==> config.mk <==
export PLATFORM = sky130hd
export DESIGN_NAME = gpio_edge_ctrl
export DESIGN_NICKNAME = d
export VERILOG_FILES = /design/src/rtl/gpio_edge_ctrl_pkg.sv /design/src/rtl/gpio_sync2.sv /design/src/rtl/gpio_pin_cell.sv /design/src/rtl/gpio_edge_ctrl.sv
export SDC_FILE = /design/constraint.sdc
export NUM_CORES = 1
export LEC_CHECK = 0
export BUFFER_PORTS_ARGS = -buffer_cell sky130_fd_sc_hd__buf_2
export CAP_MARGIN = 20
export CELL_PAD_IN_SITES_DETAIL_PLACEMENT = 1
export CELL_PAD_IN_SITES_GLOBAL_PLACEMENT = 1
export CORE_MARGIN = 5
export CORE_UTILIZATION = 46
export CTS_CLUSTER_SIZE = 14
export DETAILED_ROUTE_END_ITERATION = 12
export GPL_TIMING_DRIVEN = 0
export PLACE_DENSITY_LB_ADDON = 0.2
export SLEW_MARGIN = 40
export SYNTH_ARGS = -nofsm -noshare
export SYNTH_HDL_FRONTEND = slang
export SYNTH_HIERARCHICAL = 1
export SYNTH_SLANG_ARGS = --single-unit
==> constraint.sdc <==
create_clock -name clk -period 4 [get_ports clk]
set_input_delay 0.6 -clock clk [delete_from_list [all_inputs] [get_ports clk]]
set_output_delay 0.6 -clock clk [all_outputs]
set_load 0.01 [all_outputs]
==> src/rtl/gpio_edge_ctrl_pkg.sv <==
// Package: shared types for the GPIO edge controller.
// Holds the output-control field layout and the edge-mode encoding, which
// the pin cell and the top-level read path both decode.
package gpio_edge_ctrl_pkg;

    // Output control register, low six bits, in bit order 5..0.
    typedef struct packed {
        logic       dir;        // bit 5: 1 = output
        logic       push_pull;  // bit 4: 1 = push-pull, 0 = open drain
        logic       pull_en;    // bit 3
        logic [1:0] pull_sel;   // bits 2:1
        logic       val;        // bit 0: output value
    } ocr_t;

    localparam int unsigned OCR_W = $bits(ocr_t);

    // Interrupt detect field of the input control register (bits 2:1).
    typedef enum logic [1:0] {
        EDGE_OFF  = 2'b00,
        EDGE_FALL = 2'b01,
        EDGE_RISE = 2'b10,
        EDGE_ANY  = 2'b11
    } edge_mode_e;

endpackage

==> src/rtl/gpio_sync2.sv <==
// Module: gpio_sync2
// Two-flop synchroniser for a vector of asynchronous pad levels.
// Assumes every bit is an independent level. No bus coherence is implied.
module gpio_sync2 #(
    parameter int unsigned WIDTH = 13
) (
    input  logic             clk,
    input  logic             rst_n,
    input  logic [WIDTH-1:0] d,
    output logic [WIDTH-1:0] q
);
    logic [WIDTH-1:0] meta_q;

    // Purpose: move the pad levels into the clock domain through two stages.
    always_ff @(posedge clk) begin
        if (!rst_n) begin
            meta_q <= '0;
            q      <= '0;
        end else begin
            meta_q <= d;
            q      <= meta_q;
        end
    end
endmodule

==> src/rtl/gpio_pin_cell.sv <==
// Module: gpio_pin_cell
// One pin's control state: the output control register, the edge-mode
// field and the previous-level flop used for edge detection.
// Assumes `lvl` is already synchronised to clk.
module gpio_pin_cell
    import gpio_edge_ctrl_pkg::*;
(
    input  logic         clk,
    input  logic         rst_n,
    input  logic         wr_ocr,
    input  logic         wr_icr,
    input  logic [5:0]   wdata,
    input  logic         lvl,
    output ocr_t         ocr_q,
    output edge_mode_e   mode_q,
    output logic         pad_out,
    output logic         pad_oe,
    output logic         pad_od,
    output logic         pad_pull_en,
    output logic [1:0]   pad_pull_sel,
    output logic         edge_pulse
);
    logic lvl_prev_q;
    logic rise, fall;

    // Purpose: output control register; reserved bits are never stored.
    always_ff @(posedge clk) begin
        if (!rst_n)      ocr_q <= '0;
        else if (wr_ocr) ocr_q <= ocr_t'(wdata);
    end

    // Purpose: edge-mode field; bit 0 of the input register is not stored.
    always_ff @(posedge clk) begin
        if (!rst_n)      mode_q <= EDGE_OFF;
        else if (wr_icr) mode_q <= edge_mode_e'(wdata[2:1]);
    end

    // Purpose: remember last synchronised level for edge detection.
    always_ff @(posedge clk) begin
        if (!rst_n) lvl_prev_q <= 1'b0;
        else        lvl_prev_q <= lvl;
    end

    assign rise = lvl & ~lvl_prev_q;
    assign fall = ~lvl & lvl_prev_q;

    // Purpose: select enabled edge directions.
    always_comb begin
        edge_pulse = 1'b0;
        if (rise && (mode_q == EDGE_RISE || mode_q == EDGE_ANY)) edge_pulse = 1'b1;
        if (fall && (mode_q == EDGE_FALL || mode_q == EDGE_ANY)) edge_pulse = 1'b1;
    end

    assign pad_out      = ocr_q.val;
    assign pad_od       = ~ocr_q.push_pull;
    assign pad_pull_en  = ocr_q.pull_en;
    assign pad_pull_sel = ocr_q.pull_sel;
    // Open drain floats a logic one; push-pull drives both levels.
    assign pad_oe       = ocr_q.dir & (ocr_q.push_pull | ~ocr_q.val);

    // a pulse only appears with an enabled mode.
    p_pulse_needs_mode_r6: assert property (@(posedge clk) disable iff (!rst_n)
        edge_pulse |-> (mode_q != EDGE_OFF));

    // no drive while the pin is an input.
    p_oe_needs_dir_r3: assert property (@(posedge clk) disable iff (!rst_n)
        pad_oe |-> ocr_q.dir);

    // an open-drain output drives exactly when the value is low.
    p_od_drive_low_r4: assert property (@(posedge clk) disable iff (!rst_n)
        (ocr_q.dir && pad_od) |-> (pad_oe == !pad_out));

    // a pulse always follows a level change.
    p_pulse_on_change_r6: assert property (@(posedge clk) disable iff (!rst_n)
        edge_pulse |-> (lvl != lvl_prev_q));
endmodule

==> src/rtl/gpio_edge_ctrl.sv <==
// Module: gpio_edge_ctrl (top)
// Register-mapped controller for NUM_PINS general-purpose pins.
// Decodes the byte bus, builds one pin cell per pin and returns read data
// combinationally. Assumes one access per cycle and that bus_addr is stable
// while bus_we is high.
module gpio_edge_ctrl
    import gpio_edge_ctrl_pkg::*;
#(
    parameter int unsigned NUM_PINS = 13,
    parameter logic [15:0] OCR_BASE = 16'h4E44,
    parameter logic [15:0] ICR_BASE = 16'h4E51
) (
    input  logic                  clk,
    input  logic                  rst_n,
    input  logic [15:0]           bus_addr,
    input  logic                  bus_we,
    input  logic [7:0]            bus_wdata,
    output logic [7:0]            bus_rdata,
    input  logic [NUM_PINS-1:0]   pad_in,
    output logic [NUM_PINS-1:0]   pad_out,
    output logic [NUM_PINS-1:0]   pad_oe,
    output logic [NUM_PINS-1:0]   pad_od,
    output logic [NUM_PINS-1:0]   pad_pull_en,
    output logic [2*NUM_PINS-1:0] pad_pull_sel,
    output logic [NUM_PINS-1:0]   edge_pulse
);
    localparam int unsigned STATE_W = NUM_PINS * (OCR_W + 2);

    logic [NUM_PINS-1:0] lvl_s;
    logic [NUM_PINS-1:0] hit_ocr, hit_icr;
    ocr_t                ocr_q  [NUM_PINS];
    edge_mode_e          mode_q [NUM_PINS];
    logic [STATE_W-1:0]  state_flat;
    logic                any_hit;
    logic                unused_wbits;

    assign unused_wbits = &{1'b0, bus_wdata[7:6]};

    gpio_sync2 #(.WIDTH(NUM_PINS)) sync_i (
        .clk(clk), .rst_n(rst_n), .d(pad_in), .q(lvl_s)
    );

    for (genvar p = 0; p < NUM_PINS; p++) begin : g_pin
        assign hit_ocr[p] = (bus_addr == OCR_BASE + 16'(p));
        assign hit_icr[p] = (bus_addr == ICR_BASE + 16'(p));
        assign state_flat[p*(OCR_W+2) +: OCR_W+2] = {ocr_q[p], mode_q[p]};

        gpio_pin_cell cell_i (
            .clk          (clk),
            .rst_n        (rst_n),
            .wr_ocr       (bus_we & hit_ocr[p]),
            .wr_icr       (bus_we & hit_icr[p]),
            .wdata        (bus_wdata[5:0]),
            .lvl          (lvl_s[p]),
            .ocr_q        (ocr_q[p]),
            .mode_q       (mode_q[p]),
            .pad_out      (pad_out[p]),
            .pad_oe       (pad_oe[p]),
            .pad_od       (pad_od[p]),
            .pad_pull_en  (pad_pull_en[p]),
            .pad_pull_sel (pad_pull_sel[2*p +: 2]),
            .edge_pulse   (edge_pulse[p])
        );
    end

    assign any_hit = |{hit_ocr, hit_icr};

    // Purpose: combinational read mux; unmapped addresses return zero.
    always_comb begin
        bus_rdata = 8'h00;
        for (int p = 0; p < NUM_PINS; p++) begin
            if (hit_ocr[p]) bus_rdata = {2'b00, ocr_q[p]};
            if (hit_icr[p]) bus_rdata = {5'b00000, mode_q[p], lvl_s[p]};
        end
    end

    // an unmapped write leaves all pin state untouched.
    p_oob_write_holds_r8: assert property (@(posedge clk) disable iff (!rst_n)
        (bus_we && !any_hit) |=> $stable(state_flat));

    // reserved input-control bits read as zero.
    p_icr_reserved_zero_r7: assert property (@(posedge clk) disable iff (!rst_n)
        (|hit_icr) |-> (bus_rdata[7:3] == 5'b0));

    // reserved output-control bits read as zero.
    p_ocr_reserved_zero_r7: assert property (@(posedge clk) disable iff (!rst_n)
        (|hit_ocr) |-> (bus_rdata[7:6] == 2'b0));

    // unmapped reads return zero.
    p_oob_read_zero_r8: assert property (@(posedge clk) disable iff (!rst_n)
        !any_hit |-> (bus_rdata == 8'h00));
endmodule

Yosys cells after proc, flatten, opt, wreduce, memory -nomap -nowiden
Cells that the tools add are included.
Operators by class
  equality and inequality tests: 65
  reductions and logical operators: 52
  mux-type cells: 52
  bitwise logic cells: 130
Operators by type and width (count)
  equality test 16 x 15 -> 1 bit (second input constant): 26
  2-to-1 mux 8 bit: 24
  AND 1 bit: 65
  equality test 2 bit (second input constant): 26
  inverter 1 bit: 52
  equality test 2 x 1 -> 1 bit (second input constant): 13
  logical AND 1 bit: 26
  logical OR 1 bit: 26
  2-to-1 mux 1 bit: 26
  OR 1 bit: 13
  2-to-1 mux 6 bit: 2
Word-level totals
  output and inout port bits: 99
  logic and storage cells: 392
  register bits: 143

Longest topological paths before layout
Gate-level depths: netlist of run 1.
  word-level depth: 27
  gate-level depth with buffers: 11
  gate-level depth less buffers: 9

By module
Netlist of run 1, hierarchy kept.
Modules (own cells, without submodules)
  gpio_pin_cell: area an instance 385.4 sq um, instances 13, sequential area each 180.2 sq um, cells each 36
  gpio_edge_ctrl: area an instance 1805.5 sq um, instances 1, sequential area each 0.0 sq um, cells each 267
  gpio_sync2: area an instance 730.7 sq um, instances 1, sequential area each 520.5 sq um, cells each 54

Worst setup path after synthesis of run 1
Ideal clock, no wire load.
  path kind: input to output
  from: in bus_addr[8]
  to: out bus_rdata[1]
  data arrival time: 2.599 ns
  setup slack: 0.801 ns
  required time: 3.400 ns
  stages: 9
  cells stage by stage: or4b_4 > buf_6 > nor3_4 > nand2b_2 > o32a_1 > o22ai_1 > a31oi_1 > o2111a_1 > o2111ai_2
Between the ends
  word-level cells in the longest chain between the ends: 27
  elaborated cells between the ends (all ways): 52
  classes of those cells: eq/ne: 26; mux: 26
Ends and longest elaborated chain
  start, declared: RTL line gpio_edge_ctrl.sv:15  | input logic [15:0] bus_addr,
  equality test 16 x 15 -> 1 bit: RTL line gpio_edge_ctrl.sv:44  | assign hit_ocr[p] = (bus_addr == OCR_BASE + 16'(p));
  2-to-1 mux 6 bit: RTL line gpio_edge_ctrl.sv:72  | if (hit_ocr[p]) bus_rdata = {2'b00, ocr_q[p]};
  2-to-1 mux 6 bit: RTL line gpio_edge_ctrl.sv:73  | if (hit_icr[p]) bus_rdata = {5'b00000, mode_q[p], lvl_s[p]};
  2-to-1 mux 8 bit: RTL line gpio_edge_ctrl.sv:72
  2-to-1 mux 8 bit: RTL line gpio_edge_ctrl.sv:73
  2-to-1 mux 8 bit: RTL line gpio_edge_ctrl.sv:72
  2-to-1 mux 8 bit: RTL line gpio_edge_ctrl.sv:73
  2-to-1 mux 8 bit: RTL line gpio_edge_ctrl.sv:72
  [11 not listed]
  2-to-1 mux 8 bit: RTL line gpio_edge_ctrl.sv:72
  2-to-1 mux 8 bit: RTL line gpio_edge_ctrl.sv:73
  2-to-1 mux 8 bit: RTL line gpio_edge_ctrl.sv:72
  2-to-1 mux 8 bit: RTL line gpio_edge_ctrl.sv:73
  2-to-1 mux 8 bit: RTL line gpio_edge_ctrl.sv:72
  2-to-1 mux 8 bit: RTL line gpio_edge_ctrl.sv:73
  2-to-1 mux 8 bit: RTL line gpio_edge_ctrl.sv:72
  2-to-1 mux 8 bit *: RTL line gpio_edge_ctrl.sv:73
  end, declared: RTL line gpio_edge_ctrl.sv:18  | output logic [7:0] bus_rdata,
Every way passes the cells marked *; elsewhere a longest branch is shown, timed or not.

Worst setup path in the final report of run 1
  from: in bus_addr[4]
  to: out bus_rdata[0]
The elaborated chain is that of the path after synthesis.

==> results of run 1 <==
-- metrics by stage --
| step | worst slack, ns | hold slack, ns | std cells | instance area (µm²) |
|---|---|---|---|---|
| 2_1_floorplan | 0.8010 | 0.4119 | 790 | 7550 |
| 4_1_cts | -0.01019 | 0.3716 | 1173 | 9120 |
| 3_5_place_dp | -0.1732 | 0.4219 | 1139 | 8514 |
| 5_1_grt | -0.01008 | 0.3703 | 1177 | 9186 |
| 3_3_place_gp | -0.1016 | 0.4165 | 1138 | 8481 |
| 6_report | 0.1221 | 0.3809 | 1177 | 9186 |
-- worst min path at each step --
stage | depth (start not counted) | end | slack [ns] | startpoint
floorplan | 1 | sync_i/q[7] | 0.41 | sync_i/meta_q[7]
global placement | 1 | sync_i/q[9] | 0.42 | sync_i/meta_q[9]
detailed placement | 1 | sync_i/q[8] | 0.42 | sync_i/meta_q[8]
CTS | 2 | sync_i/meta_q[2] | 0.37 | pad_in[2]
global route | 2 | sync_i/meta_q[2] | 0.37 | pad_in[2]
finish | 2 | sync_i/meta_q[11] | 0.38 | pad_in[11]
-- registers in the layout, indices dropped and copies added, names as in the netlist --
register	flops
sync_i/meta_q	13
g_pin.cell_i/pad_pull_sel	26
g_pin.cell_i/ocr_q	26
sync_i/q	13
g_pin.cell_i/mode_q	26
g_pin.cell_i/pad_out	13
g_pin.cell_i/lvl_prev_q	13
g_pin.cell_i/pad_pull_en	13
-- worst max-delay path: cells and delay by family --
kind | cells | cell delay (ns)
and+or+nand+nor | 3 | 0.98
AOI/OAI and AO/OA | 4 | 0.66
buffers and inverters | 4 | 1.02
-- cell families (layout without fill, tap and decap cells) --
| logic type | count (synthesis) | count (layout) | synth area share [%] |
|---|---|---|---|
| muxes | 115 | 115 | 15.50 |
| DFF | 143 | 143 | 37.94 |
| AOI/OAI and AO/OA | 113 | 113 | 11.28 |
| and+or+nand+nor | 312 | 312 | 25.47 |
| buffers and inverters | 105 | 276 | 9.766 |
| other | 1 | 2 | 0.04970 |
-- routing by layer --
metal | vias to the layer above | global-route usage, % | share of wire (%)
met4 | 0 | 7.800 | 1.8
met3 | 48 | 4.621 | 4.7
met2 | 193 | 45.79 | 51
li1 | 3037 | - | -
met1 | 3273 | 32.27 | 43
met5 | - | 0 | 0
-- cells in the mapped netlist, drive strengths merged (3+ instances only) --
cell	count
dfxtp	143
mux2i	109
nor2b	107
buf	79
and2	51
nand2	44
nor2	34
o21ai	22
inv	20
a21oi	17
a21boi	15
nand3b	14
nor3	13
a22oi	11
and3	10
a221oi	9
nand2b	7
nand3	7
clkbuf	6
nor4	6
a22o	5
mux2	5
o221ai	4
o22ai	4
a222oi	3
nand4	3
nor3b	3
o32ai	3
or3	3
-- power breakdown --
part           internal [mW]  switching (mW)
Clock                  0.964           0.625
Combinational         0.0606           0.105
Sequential              1.44         0.00994
-- what timing repair did --
action / 4_1_cts / 5_1_grt
buffers inserted: 2 / 4
resized for setup: 2 / 10
pin swaps: 1 / 2
setup endpoints to repair: 2 / 6
-- area by class of cell --
| type | instances | share of cell area, % |
|---|---|---|
| Buffer | 85 | 7.232 |
| Clock buffer | 22 | 5.162 |
| Clock inverter | 10 | 1.212 |
| Inverter | 20 | 0.8172 |
| Multi-Input combinational cell | 542 | 43.42 |
| Sequential cell | 143 | 31.16 |
| Tap cell | 216 | 2.942 |
| Timing Repair Buffer | 139 | 8.050 |
==> metrics.log, run 1 <==
INFO  metric io_pins = 139
INFO  metric layout_common_cells = 143 x sky130_fd_sc_hd__dfxtp_1, 135 x sky130_fd_sc_hd__buf_2, 109 x sky130_fd_sc_hd__mux2i_1, 106 x sky130_fd_sc_hd__nor2b_1, 60 x sky130_fd_sc_hd__buf_4
INFO  metric arrival_time_worst_endpoint = 3.28 ns
INFO  metric multi_input_area = 3989 µm²
INFO  metric worst_hold_path_type = in -> reg
INFO  metric slowest_cell_on_crit_path = sky130_fd_sc_hd__or3b_2
INFO  metric synthCells = 789
INFO  metric number_of_global_route_vias_before_repair = 7014
INFO  metric row_count = 46
INFO  metric crit_fanout = 10
INFO  metric tritoncts = yes
INFO  metric finalMaxSlewViolations = 0
INFO  metric grt_first_pass_wirelength = 39.70 mm
INFO  metric async_reset_ff_share = 0%
INFO  metric fp.dieW = 138.1 µm
INFO  metric number_of_filler_cells_placed_in_the_layout = 1900
INFO  metric reg2reg_setup_slack = 3.24 ns
INFO  metric critical_path.reg2reg.endpoint = g_pin[4].cell_i/pad_out
INFO  metric rr_worst_depth = 2
INFO  metric synth_area_per_cell = 9.564 µm²
INFO  metric worst-setup-path-type = in -> out
INFO  metric wirelength = 25.26 mm
INFO  metric run_status = complete, no violations
INFO  metric route.antenna.remaining_nets = 0
INFO  metric maximum_cell_stage_delay_along_the_critical_path = 0.52 ns
INFO  metric synth_flop_cell = sky130_fd_sc_hd__dfxtp_1
INFO  metric final_layout_size_suffix_gt1_share = 31.95%
INFO  metric worst_pin_slew = 0.8126 ns
INFO  metric crit_path_start_kind = primary input
INFO  metric die_area = 19070 µm²
INFO  metric synth.lib_cells_used.distinct = 72
INFO  metric power.density_cell_area = 348.7 nW/µm²
INFO  metric final_core_utilization = 57.41%
INFO  metric fin_setup_tns = 0 ns
INFO  metric clock_sinks = 143
INFO  metric worst_r2r_startpoint = g_pin[4].cell_i/pad_out
INFO  metric clk_lat_worst_skew = 0.43 ns
INFO  metric initial_core_util = 47.16%
INFO  metric drt-vias-per-instance = 5.566
INFO  metric maximum_number_of_pins_on_one_net_before_global_route_repair = 77
INFO  metric synthesis.area = 7546 µm²
INFO  metric final-hold-violation-count = 0
INFO  metric ctsLongestPathBuffers = 2
INFO  metric flow.area_growth_from_synthesis = 21.74%
INFO  metric timing.final.crit_period = 3.878 ns
INFO  metric grt_overflow_total = 0
INFO  metric routabilityCongestion = 0.8854
INFO  metric finish.net_count = 988
INFO  metric dp.final_hpwl = 18.35 mm
INFO  metric unrepaired_setup_endpoints_after_global_routing = true
INFO  metric hold_buffers = 0
INFO  metric leading_area_contributor_after_synthesis = sky130_fd_sc_hd__dfxtp_1
INFO  metric drv_cap = 0
INFO  metric maxClockFrequency = 257.9 MHz
INFO  metric cells_along_the_critical_path = buf_2 -> or3b_2 -> nor4_4 -> buf_4 -> and2_1 -> clkbuf_1 -> a21oi_1 -> o2111ai_1 -> a2111o_1 -> o211ai_2 -> buf_2
INFO  metric timing.max_slew.rel_slack = 45.83%
INFO  metric synth-edff-count = 0
INFO  metric synth_seq_area_share = 37.94%
INFO  metric cellLeakagePower = 3.554 nW
INFO  metric tritoncts.num_buffers = 17
INFO  metric htreeDepth = 4
INFO  metric cp_common_cell = sky130_fd_sc_hd__buf_2
INFO  metric cp-startpoint = bus_addr[4]
INFO  metric drt_drc_violations_left = 0
INFO  metric cts.clk_slew.worst_paths = 0.06 ns
INFO  metric yosysTopAreaCellShare = 37.94%
INFO  metric vdd_drop_max = 300.2 µV
INFO  metric fp.dieH = 138.1 µm
INFO  metric crit_end = bus_rdata[0]
INFO  metric required = 3.40 ns
INFO  metric seq_area = 2863 µm²
INFO  metric post_synth_main_area_contributors = sky130_fd_sc_hd__dfxtp_1 38%, sky130_fd_sc_hd__mux2i_1 14%, sky130_fd_sc_hd__nor2b_1 8.9%, sky130_fd_sc_hd__buf_4 5.4%, sky130_fd_sc_hd__buf_6 2.7%
INFO  metric port_buffers = 132
INFO  metric route.vias.total = 6551
INFO  metric yosys_warnings = 6
INFO  metric final-setup-viol-count = 0
INFO  metric drt-wirelength-per-cell = 21.46 µm
INFO  metric design_power_total = 3.204 mW
INFO  metric antenna_violations_before_repair = 0
INFO  metric floorplan.core_area = 16000 µm²
INFO  metric groute.usage.overall = 25.93%
INFO  metric critical_path.endpoint_type = output pin
INFO  metric final_worst_path_period_share = 96.95%
INFO  metric final_common_cell = sky130_fd_sc_hd__dfxtp_1
INFO  metric ctsRootBufferMaster = sky130_fd_sc_hd__clkbuf_16
INFO  metric clock_skew = 0.004550 ns
INFO  metric drt_first_pass_iters = 5
INFO  metric n_antenna_cell = 0
INFO  metric first_iter_violations = 457
INFO  metric synth_seq_cells = 143
No activity file was read; power rests on OpenSTA's default activity.
==> run 2: changes to the inputs <==
Settings changed: BUFFER_PORTS_ARGS -buffer_cell sky130_fd_sc_hd__buf_2 to -buffer_cell sky130_fd_sc_hd__clkbuf_2.
==> run 2 against run 1 <==
Against the previous run: register-to-register slack is essentially flat; via count increased by 0.43%; utilization down 0.20 points; global-route usage increased by 0.29 points; cell count decreased by 0.25%; die area is the same; critical path depth fell by 1; routed wire length grew 0.86%; clock-buffer cell count up 3; non-clock buffer count is 3 lower; clock power barely moved; total power decreased by 0.34%; critical path type unchanged; largest power group unchanged; highest routed layer unchanged.
==> metrics.log, run 2 (synthesis results as in run 1) <==
INFO  metric io_pins = 139 (unchanged)
INFO  metric clock_skew = 0.004408 ns (was 0.004550 ns)
INFO  metric floorplan.core_area = 16000 µm² (unchanged)
INFO  metric arrival_time_worst_endpoint = 3.31 ns (was 3.28 ns)
INFO  metric clock_sinks = 143 (unchanged)
INFO  metric route.vias.total = 6579 (was 6551)
INFO  metric p_seq_share = 45.4% (was 45.3%)
INFO  metric flow.area_growth_from_synthesis = 21.32% (was 21.74%)
INFO  metric maxClockFrequency = 256.0 MHz (was 257.9 MHz)
INFO  metric htreeDepth = 4 (unchanged)
INFO  metric finalMaxSlewViolations = 0 (unchanged)
INFO  metric grt_first_pass_wirelength = 39.88 mm (was 39.70 mm)
INFO  metric finish.net_count = 985 (was 988)
INFO  metric crit_path_start_kind = primary input (unchanged)
INFO  metric number_of_filler_cells_placed_in_the_layout = 1915 (was 1900)
INFO  metric timing.max_slew.rel_slack = 41.18% (was 45.83%)
INFO  metric clock_power_share = 49.4% (was 49.6%)
INFO  metric drt_drc_violations_left = 0 (unchanged)
INFO  metric wirelength = 25.48 mm (was 25.26 mm)
INFO  metric share_of_power_burned_in_combinational_logic = 5.2% (about the same)
INFO  metric route.antenna.remaining_nets = 0 (unchanged)
INFO  metric final_common_cell = sky130_fd_sc_hd__dfxtp_1 (unchanged)
INFO  metric layoutNonFillerInstCount = 1174 (was 1177)
INFO  metric multi_input_area = 3980 µm² (was 3989 µm²)
INFO  metric vdd_drop_max = 264.4 µV (was 300.2 µV)
INFO  metric dp.final_hpwl = 18.62 mm (was 18.35 mm)
INFO  metric fp.dieW = 138.1 µm (unchanged)
INFO  metric final-hold-violation-count = 0 (unchanged)
INFO  metric ctsLongestPathBuffers = 2 (unchanged)
INFO  metric critical_path.endpoint_type = output pin (unchanged)
INFO  metric fin_setup_tns = 0 ns (unchanged)
INFO  metric groute.usage.overall = 26.22% (was 25.93%)
INFO  metric timing.final.crit_period = 3.907 ns (was 3.878 ns)
INFO  metric first_iter_violations = 454 (was 457)
INFO  metric drv_cap = 0 (unchanged)
INFO  metric worst-setup-path-type = in -> out (unchanged)
INFO  metric dp.cells = 1139 (unchanged)
INFO  metric critical-path-top-delay-family = simple AND/OR/NAND/NOR gates (was buffers and inverters)
INFO  metric seq_area = 2863 µm² (unchanged)
INFO  metric crit_fanout = 7 (was 10)
INFO  metric worst_pin_slew = 0.8823 ns (was 0.8126 ns)
INFO  metric maximum_number_of_pins_on_one_net_before_global_route_repair = 69 (was 77)
INFO  metric total_switching_power = 0.7352 mW (was 0.7391 mW)
INFO  metric worst_hold_path_type = in -> reg (unchanged)
INFO  metric run_status = complete, no violations (unchanged)
INFO  metric design_power_total = 3.193 mW (was 3.204 mW)
INFO  metric clk_lat_worst_skew = 0.42 ns (was 0.43 ns)
INFO  metric drt_first_pass_iters = 5 (unchanged)
INFO  metric maximum_cell_stage_delay_along_the_critical_path = 0.56 ns (was 0.52 ns)
INFO  metric switching_share = 23.03% (was 23.07%)
INFO  metric antenna_violations_before_repair = 0 (unchanged)
INFO  metric ctsRootBufferMaster = sky130_fd_sc_hd__clkbuf_16 (unchanged)
INFO  metric initial_core_util = 47.16% (unchanged)
INFO  metric layout_common_cells = 143 x sky130_fd_sc_hd__dfxtp_1, 133 x sky130_fd_sc_hd__clkbuf_2, 109 x sky130_fd_sc_hd__mux2i_1, 106 x sky130_fd_sc_hd__nor2b_1, 57 x sky130_fd_sc_hd__buf_4 (was 143 x sky130_fd_sc_hd__dfxtp_1, 135 x sky130_fd_sc_hd__buf_2, 109 x sky130_fd_sc_hd__mux2i_1, 106 x sky130_fd_sc_hd__nor2b_1, 60 x sky130_fd_sc_hd__buf_4)
INFO  metric cp.buffers_inverters = 3 (was 4)
INFO  metric cellLeakagePower = 3.473 nW (was 3.554 nW)
INFO  metric drt-vias-per-instance = 5.604 (was 5.566)
INFO  metric port_buffers = 132 (unchanged)
INFO  metric die_area = 19070 µm² (unchanged)
INFO  metric n_antenna_cell = 0 (unchanged)
INFO  metric internal_power = 2.458 mW (was 2.464 mW)
INFO  metric cp_common_cell = sky130_fd_sc_hd__clkbuf_2 (was sky130_fd_sc_hd__buf_2)
INFO  metric cts.clk_slew.worst_paths = 0.06 ns (about the same)
INFO  metric row_count = 46 (unchanged)
INFO  metric final_layout_size_suffix_gt1_share = 31.52% (was 31.95%)
INFO  metric routabilityCongestion = 0.8982 (was 0.8854)
INFO  metric final-setup-viol-count = 0 (unchanged)
INFO  metric number_of_global_route_vias_before_repair = 7144 (was 7014)
INFO  metric fp.dieH = 138.1 µm (unchanged)
INFO  metric cells_along_the_critical_path = clkbuf_2 -> or4b_4 -> buf_6 -> nor4_2 -> nand3_1 -> nor2_1 -> a221oi_1 -> o2111a_1 -> o2111ai_2 -> clkbuf_2 (was buf_2 -> or3b_2 -> nor4_4 -> buf_4 -> and2_1 -> clkbuf_1 -> a21oi_1 -> o2111ai_1 -> a2111o_1 -> o211ai_2 -> buf_2)
INFO  metric drt-wirelength-per-cell = 21.70 µm (was 21.46 µm)
INFO  metric required = 3.40 ns (about the same)
INFO  metric slowest_cell_on_crit_path = sky130_fd_sc_hd__nor2_1 (was sky130_fd_sc_hd__or3b_2)
INFO  metric power.density_cell_area = 348.7 nW/µm² (about the same)
INFO  metric tritoncts = yes (unchanged)
INFO  metric final_worst_path_period_share = 97.66% (was 96.95%)
INFO  metric grt_overflow_total = 0 (unchanged)
INFO  metric tritoncts.num_buffers = 17 (unchanged)
INFO  metric hold_buffers = 0 (unchanged)
[run 2: repair_timing]
item                       4_1_cts  5_1_grt
buffers inserted                 0        3
pin swaps                        1        1
cloned                           0        0
setup endpoints to repair        3        5
gates resized for setup          4        5
[run 2: per-stage QoR]
step | hold slack [ns] | worst slack [ns] | area, µm² | util [%]
6_report | 0.3827 | 0.09346 | 9155 | 57.22
5_1_grt | 0.3886 | -0.002359 | 9155 | 57.22
4_1_cts | 0.3676 | 0.01751 | 9111 | 56.94
3_5_place_dp | 0.4252 | -0.1112 | 8509 | 53.18
3_3_place_gp | 0.4162 | -0.07103 | 8481 | 53.00
2_1_floorplan | 0.4119 | 0.8010 | 7550 | -
[run 2: power by group through the flow]
stage                     Combinational [mW]  Sequential, mW  Clock, mW
after global routing                   0.176            1.45       1.66
after detailed placement               0.159            1.48          0
final                                  0.165            1.45       1.58
after CTS                              0.161            1.45       1.61
after global placement                 0.154            1.48          0
after floorplan                       0.0751            1.48          0
[run 2: metal layers]
| metal | share of wire (%) | wire length [µm] | vias to the layer above | global-route usage, % |
|---|---|---|---|---|
| met1 | 43 | 10880 | 3285 | 32.20 |
| li1 | - | - | 3020 | - |
| met4 | 2.4 | 618 | 0 | 9.672 |
| met3 | 4.9 | 1245 | 51 | 5.379 |
| met5 | 0 | 0 | - | 0 |
| met2 | 50 | 12740 | 223 | 45.40 |
[run 2: final timing paths]
check                                   from                              end  slack, ns  cells past startpoint
max                              bus_addr[8]                     bus_rdata[1]       0.09                     10
min reg2reg                 sync_i/meta_q[7]                      sync_i/q[7]       0.44                      1
min                               pad_in[11]                sync_i/meta_q[11]       0.38                      2
max reg2reg  g_pin[8].cell_i/pad_pull_sel[0]  g_pin[8].cell_i/pad_pull_sel[0]       3.24                      2
[run 2: layout make-up]
cell class | instances | area share (%)
Timing Repair Buffer | 136 | 7.776
Sequential cell | 143 | 31.27
Buffer | 85 | 7.257
Tap cell | 216 | 2.952
Clock buffer | 25 | 5.631
Multi-Input combinational cell | 542 | 43.47
Clock inverter | 7 | 0.8200
Inverter | 20 | 0.8200
